**config.mk**
```make
export PLATFORM = sky130hd
export DESIGN_NAME = gis_sched
export DESIGN_NICKNAME = d
export VERILOG_FILES = /design/src/rtl/gis_pkg.sv /design/src/rtl/gis_ctx_state.sv /design/src/rtl/gis_rr_pick.sv /design/src/rtl/gis_sched.sv
export SDC_FILE = /design/constraint.sdc
export NUM_CORES = 1
export LEC_CHECK = 0
export BUFFER_PORTS_ARGS = -buffer_cell sky130_fd_sc_hd__buf_2
export CELL_PAD_IN_SITES_DETAIL_PLACEMENT = 1
export CELL_PAD_IN_SITES_GLOBAL_PLACEMENT = 1
export CORE_MARGIN = 2
export CORE_UTILIZATION = 40
export CTS_CLUSTER_DIAMETER = 200
export CTS_CLUSTER_SIZE = 16
export DETAILED_ROUTE_END_ITERATION = 8
export PLACE_DENSITY_LB_ADDON = 0.25
export RECOVER_POWER = 25
export SLEW_MARGIN = 20
export SYNTH_ARGS = -nofsm -noshare
export SYNTH_HDL_FRONTEND = slang
export SYNTH_HIERARCHICAL = 1
export SYNTH_SLANG_ARGS = --single-unit
```
**constraint.sdc**
```tcl
create_clock -name clk -period 7 [get_ports clk]
set_input_delay 0 -clock clk [delete_from_list [all_inputs] [get_ports clk]]
set_output_delay 0 -clock clk [all_outputs]
set_load 0.1 [all_outputs]
```
**src/rtl/gis_pkg.sv**
```systemverilog
package gis_pkg;
  // Width of a group number; at least one bit even for a single group.
  function automatic int gid_bits(input int n);
    return (n > 1) ? $clog2(n) : 1;
  endfunction
endpackage

```
**src/rtl/gis_ctx_state.sv**
```systemverilog
// Per-group wait state. Produces the eligibility mask as it will be after
// the current edge, so the picker can act on this cycle's events.
module gis_ctx_state #(
  parameter int NG = 4,
  parameter int GW = 2
) (
  input  logic          clk,
  input  logic          rst,
  input  logic          stall_req,
  input  logic [GW-1:0] stall_gid,
  input  logic          wake_req,
  input  logic [GW-1:0] wake_gid,
  input  logic [NG-1:0] done_mask,
  output logic [NG-1:0] elig_nxt
);
  logic [NG-1:0] wait_q;
  logic [NG-1:0] wait_d;

  for (genvar g = 0; g < NG; g++) begin : g_grp
    logic hit_stall;
    logic hit_wake;
    assign hit_stall = stall_req && (stall_gid == GW'(g));
    assign hit_wake  = wake_req  && (wake_gid  == GW'(g));

    always_comb begin
      if (done_mask[g])   wait_d[g] = 1'b0;   // finished clears any wait
      else if (hit_stall) wait_d[g] = 1'b1;   // stall beats same-edge wake
      else if (hit_wake)  wait_d[g] = 1'b0;
      else                wait_d[g] = wait_q[g];
    end

    always_ff @(posedge clk) begin
      if (rst) wait_q[g] <= 1'b0;
      else     wait_q[g] <= wait_d[g];
    end

    assign elig_nxt[g] = !done_mask[g] && !wait_d[g];
  end
endmodule

```
**src/rtl/gis_rr_pick.sv**
```systemverilog
// Finds the first set bit of mask_in strictly after start_gid, wrapping.
module gis_rr_pick #(
  parameter int NG = 4,
  parameter int GW = 2
) (
  input  logic [NG-1:0] mask_in,
  input  logic [GW-1:0] start_gid,
  output logic          hit,
  output logic [GW-1:0] pick_gid,
  output logic [NG-1:0] mask_out
);
  always_comb begin
    int idx;
    hit      = 1'b0;
    pick_gid = '0;
    for (int k = 1; k <= NG; k++) begin
      idx = int'(start_gid) + k;
      if (idx >= NG) idx = idx - NG;
      if (!hit && mask_in[idx]) begin
        hit      = 1'b1;
        pick_gid = GW'(idx);
      end
    end
    mask_out = mask_in;
    if (hit) mask_out[pick_gid] = 1'b0;
  end
endmodule

```
**src/rtl/gis_sched.sv**
```systemverilog
module gis_sched #(
  parameter int  POOL_WORDS = 128,
  parameter int  CTX_WORDS  = 32,
  parameter int  ISSUE_W    = 2,
  localparam int NUM_GROUPS = POOL_WORDS / CTX_WORDS,
  localparam int GID_W      = gis_pkg::gid_bits(NUM_GROUPS)
) (
  input  logic                     clk,
  input  logic                     rst,
  input  logic                     stall_req,
  input  logic [GID_W-1:0]         stall_gid,
  input  logic                     wake_req,
  input  logic [GID_W-1:0]         wake_gid,
  input  logic [NUM_GROUPS-1:0]    group_done,
  output logic [ISSUE_W-1:0]       issue_valid,
  output logic [ISSUE_W*GID_W-1:0] issue_gid
);
  logic [NUM_GROUPS-1:0] elig_nxt;
  logic [NUM_GROUPS-1:0] mask_c  [0:ISSUE_W];
  logic [GID_W-1:0]      start_c [0:ISSUE_W];
  logic [ISSUE_W-1:0]    hit_s;
  logic [GID_W-1:0]      pick_s  [0:ISSUE_W-1];
  logic [GID_W-1:0]      last_q;

  gis_ctx_state #(.NG(NUM_GROUPS), .GW(GID_W)) u_state (
    .clk       (clk),
    .rst       (rst),
    .stall_req (stall_req),
    .stall_gid (stall_gid),
    .wake_req  (wake_req),
    .wake_gid  (wake_gid),
    .done_mask (group_done),
    .elig_nxt  (elig_nxt)
  );

  assign mask_c[0]  = elig_nxt;
  assign start_c[0] = last_q;

  // Slot chain: each slot picks after the previous slot's choice.
  for (genvar s = 0; s < ISSUE_W; s++) begin : g_slot
    gis_rr_pick #(.NG(NUM_GROUPS), .GW(GID_W)) u_pick (
      .mask_in   (mask_c[s]),
      .start_gid (start_c[s]),
      .hit       (hit_s[s]),
      .pick_gid  (pick_s[s]),
      .mask_out  (mask_c[s+1])
    );
    assign start_c[s+1] = hit_s[s] ? pick_s[s] : start_c[s];

    always_ff @(posedge clk) begin
      if (rst) begin
        issue_valid[s]               <= 1'b0;
        issue_gid[s*GID_W +: GID_W]  <= '0;
      end else begin
        issue_valid[s]               <= hit_s[s];
        issue_gid[s*GID_W +: GID_W]  <= hit_s[s] ? pick_s[s] : '0;
      end
    end
  end

  always_ff @(posedge clk) begin
    if (rst) last_q <= GID_W'(NUM_GROUPS - 1);
    else     last_q <= start_c[ISSUE_W];
  end
endmodule

```
# Yosys cells after proc, flatten, opt, wreduce, memory -nomap -nowiden
# Cells that the tools add are included.
# word_totals
register_bits	12
output_inout_bits	6
wordCells	155
# op_classes
add_sub_neg	16
n_lt_le_gt_ge	18
n_eq_ne	6
muxes	65
bitwise	4
reduce_logical	37
# ops
op	count
$ge A32 B4 Y1 const B	8
$lt A32 B4 Y1 const B	8
$mux W32	8
$sub A32 B4 Y32 const B	8
$mux W1	37
$mux W2	10
$logic_and A1 B1 Y1	19
$bmux W1 S2	8
$logic_not A1 Y1	14
$add A2 B2 Y3 const B	4
$add A2 B3 Y4 const B	2
$eq A2 B2 Y1 const B	4
$add A2 B1 Y3 const B	2
$and A4 B4 Y4	1
$eq A2 B1 Y1 const B	2
$logic_not A2 Y1	2
$mux W4	1
$not A4 Y4	1
$reduce_or A2 Y1	2
$lt A2 B3 Y1 const B	1
$demux W1 S2	1
$ge A2 B1 Y1 const B	1
$not A1 Y1	2

# Longest topological paths before layout
# depth
ltp_word	42
mapped_depth	13
ltp_nobuf	12

# Modules after synthesis
# The synthesis kept the hierarchy.
# by_module_without_submodules
module	instances	cells_per_inst	area_per_inst_um2
gis_rr_pick	2	33	190.2
gis_sched	1	25	257.7
gis_ctx_state	1	28	255.2

# Worst setup path after synthesis
# No wires, ideal clock.
# synth_path
path_type	register to register
start	register u_state.wait_q[1]
end	register last_q[1]
setup_ns	0.123
arrival_time_ns	2.102
path_slack_ns	4.775
path_stages_with_launch	12
path_buffers	0
synth_period_minus_slack_ns	2.225
path_cell_list	dfxtp_1 > a221oi_1 > nor2b_2 > a21oi_1 > o221ai_2 > nand2_1 > nand2_1 > o21ai_1 > a21oi_1 > a311oi_1 > nor3b_1 > a31oi_1
# synth_rtl
element	line	rtl
start: declaration	gis_ctx_state.sv:16	logic [NG-1:0] wait_q;
start signal: indexed assignment	gis_ctx_state.sv:34	else wait_q[g] <= wait_d[g];
end signal: assignment	gis_sched.sv:62	if (rst) last_q <= GID_W'(NUM_GROUPS - 1);
end signal: assignment	gis_sched.sv:63	else last_q <= start_c[ISSUE_W];
end: declaration	gis_sched.sv:23	logic [GID_W-1:0] last_q;

==> run metrics <==
power per cell area 347 nW/µm²; Die Y 49.0 µm; setup bufs post-CTS 0; synthesized area per cell 7.72 µm²; synthesized net count 117; Fillers 264; Rows 16; Initial Util 0.418; crit path DAT 2.87 ns; Die Footprint 2400 µm²; Hold-fix buffers, CTS 0; slowest cell on the critical path a221oi_1; largest net degree at the start of global routing 15; fin crit share 0.380; first-pass GRT wire length 3880 µm; CP max FO 6; Setup CP Type reg -> reg; Leak Pwr 0.396 nW; CP cell instances a221oi_1, clkbuf_2, nand2_1, a311oi_1, nand2_1, nand2_1, nand2_1, a311oi_1, nor3b_1, a31oi_1; Routed Antenna Nets 0; slew at the pin closest to its max-slew limit 0.946 ns; cts bufs inserted 3; Yosys Warn Count 6; Final min period 2.66 ns; most frequent cells in the layout 17 x buf_2, 12 x nand2_1, 12 x dfxtp_1, 11 x nor2_1, 9 x a21oi_1; Post-Synthesis Cells 105; post-CTS resize count 0; worst hold slack 0.0343 ns; global router's overall resource usage 0.208; commonest non-fill, non-tap cell in the layout buf_2; crit-path most repeated cell nand2_1; Core Area 1940 µm²; die width 49.0 µm; hpwl dp 1660 µm; Ports 18; initial antenna violation count 0; Final setup viols 0; Final Max Tran Viols 0; worst vdd ir 0.161 mV; startpoint type of the worst setup path register; RSZ-0062 raised after global routing false; DR iter-0 viols 6; CP Buf/Inv Count 1; Mapped Area 811 µm²; TritonCTS clock tree built; clock buffer depth 2; CTS Sinks 12; Area Overhead vs Synth 16.2%; Hold Path Class in -> reg; Critical Path End Type register; Hold Vio Cnt, Final 0; total gr overflow 0; WL/cell 14.5 µm; number of global-route vias before repair 881; clk slew on worst S/H paths 0.07 ns; routability cong. 0.747; Required @ worst endpoint 7.21 ns; Worst path max stage delay 0.67 ns; number of antenna diodes 0; root buf cell clkbuf_4; nets@finish 135; H-Tree Depth 1; outcome completed; crit-path leading delay family compound AO/OA/AOI/OAI gates; share of cells above drive strength 1 0.262; Max Freq 376 MHz; r2r setup slk 4.34 ns; Max Cap Violations 0; DRC errors left 0; Tot Pwr 327 µW; # port buffers 17; vias per std cell 5.60; Final Skew 0.00340 ns; clk_lat worst skew 0.27 ns; total routed wirelength 2160 µm; DRT Pass-1 Iters 2; DR vias 834; setup TNS 0 ns; Slew Limit Headroom 0.369
[path summary, 6_finish.rpt]
kind	from	endpoint	cells after the start
worst max register to register	u_state/wait_q[3]$_SDFF_PP0_	last_q[1]$_SDFF_PP1_	10
worst min-delay path	stall_gid[0]	u_state/wait_q[1]$_SDFF_PP0_	2
worst max-delay path	u_state/wait_q[3]$_SDFF_PP0_	last_q[1]$_SDFF_PP1_	10
worst min register to register	last_q[0]$_SDFF_PP1_	last_q[0]$_SDFF_PP1_	2
[report_power, final]
part	internal, mW	switching (mW)	total (mW)
Sequential	0.0819	0.0176	0.0995
Clock	0.0316	0.0231	0.0547
Combinational	0.0506	0.122	0.173
[cell type report]
| cell class | instances | area [µm²] | share of cell area |
|---|---|---|---|
| well taps | 27 | 33.8 | 0.0359 |
| flip-flops and latches | 12 | 240 | 0.255 |
| repair buffers | 18 | 90.1 | 0.0956 |
| multi-input cells | 82 | 519 | 0.551 |
| inverters | 6 | 22.5 | 0.0239 |
| clock buffers | 4 | 36.3 | 0.0385 |
[metrics by stage]
step	cells	setup WS (ns)	instance area [µm²]	utilization
2_1_floorplan	105	4.85	811	-
3_3_place_gp	144	4.27	901	0.464
3_5_place_dp	144	4.07	901	0.464
4_1_cts	148	4.14	937	0.483
5_1_grt	149	4.03	942	0.485
6_report	149	4.34	942	0.485
[layer usage]
metal,up-vias,GRT usage,share of wire
li1,416,-,-
met1,401,0.248,0.47
met2,13,0.363,0.49
met3,4,0.0123,0.012
met4,0,0.129,0.024
met5,-,0,0
[worst reg2reg max path: cells and delay by family, from the launching register on]
kind	cells	cell delay, ns
buffers and inverters	1	0.29
AND/OR/NAND/NOR	5	0.57
AO/OA/AOI/OAI	4	1.42
flip-flops	1	0.32
[sequential cells by signal, indices dropped and copies added, names as in the netlist]
register,count
issue_valid,2
last_q,2
issue_gid,4
u_state/wait_q,4
No activity file was read; power rests on OpenSTA's default activity.
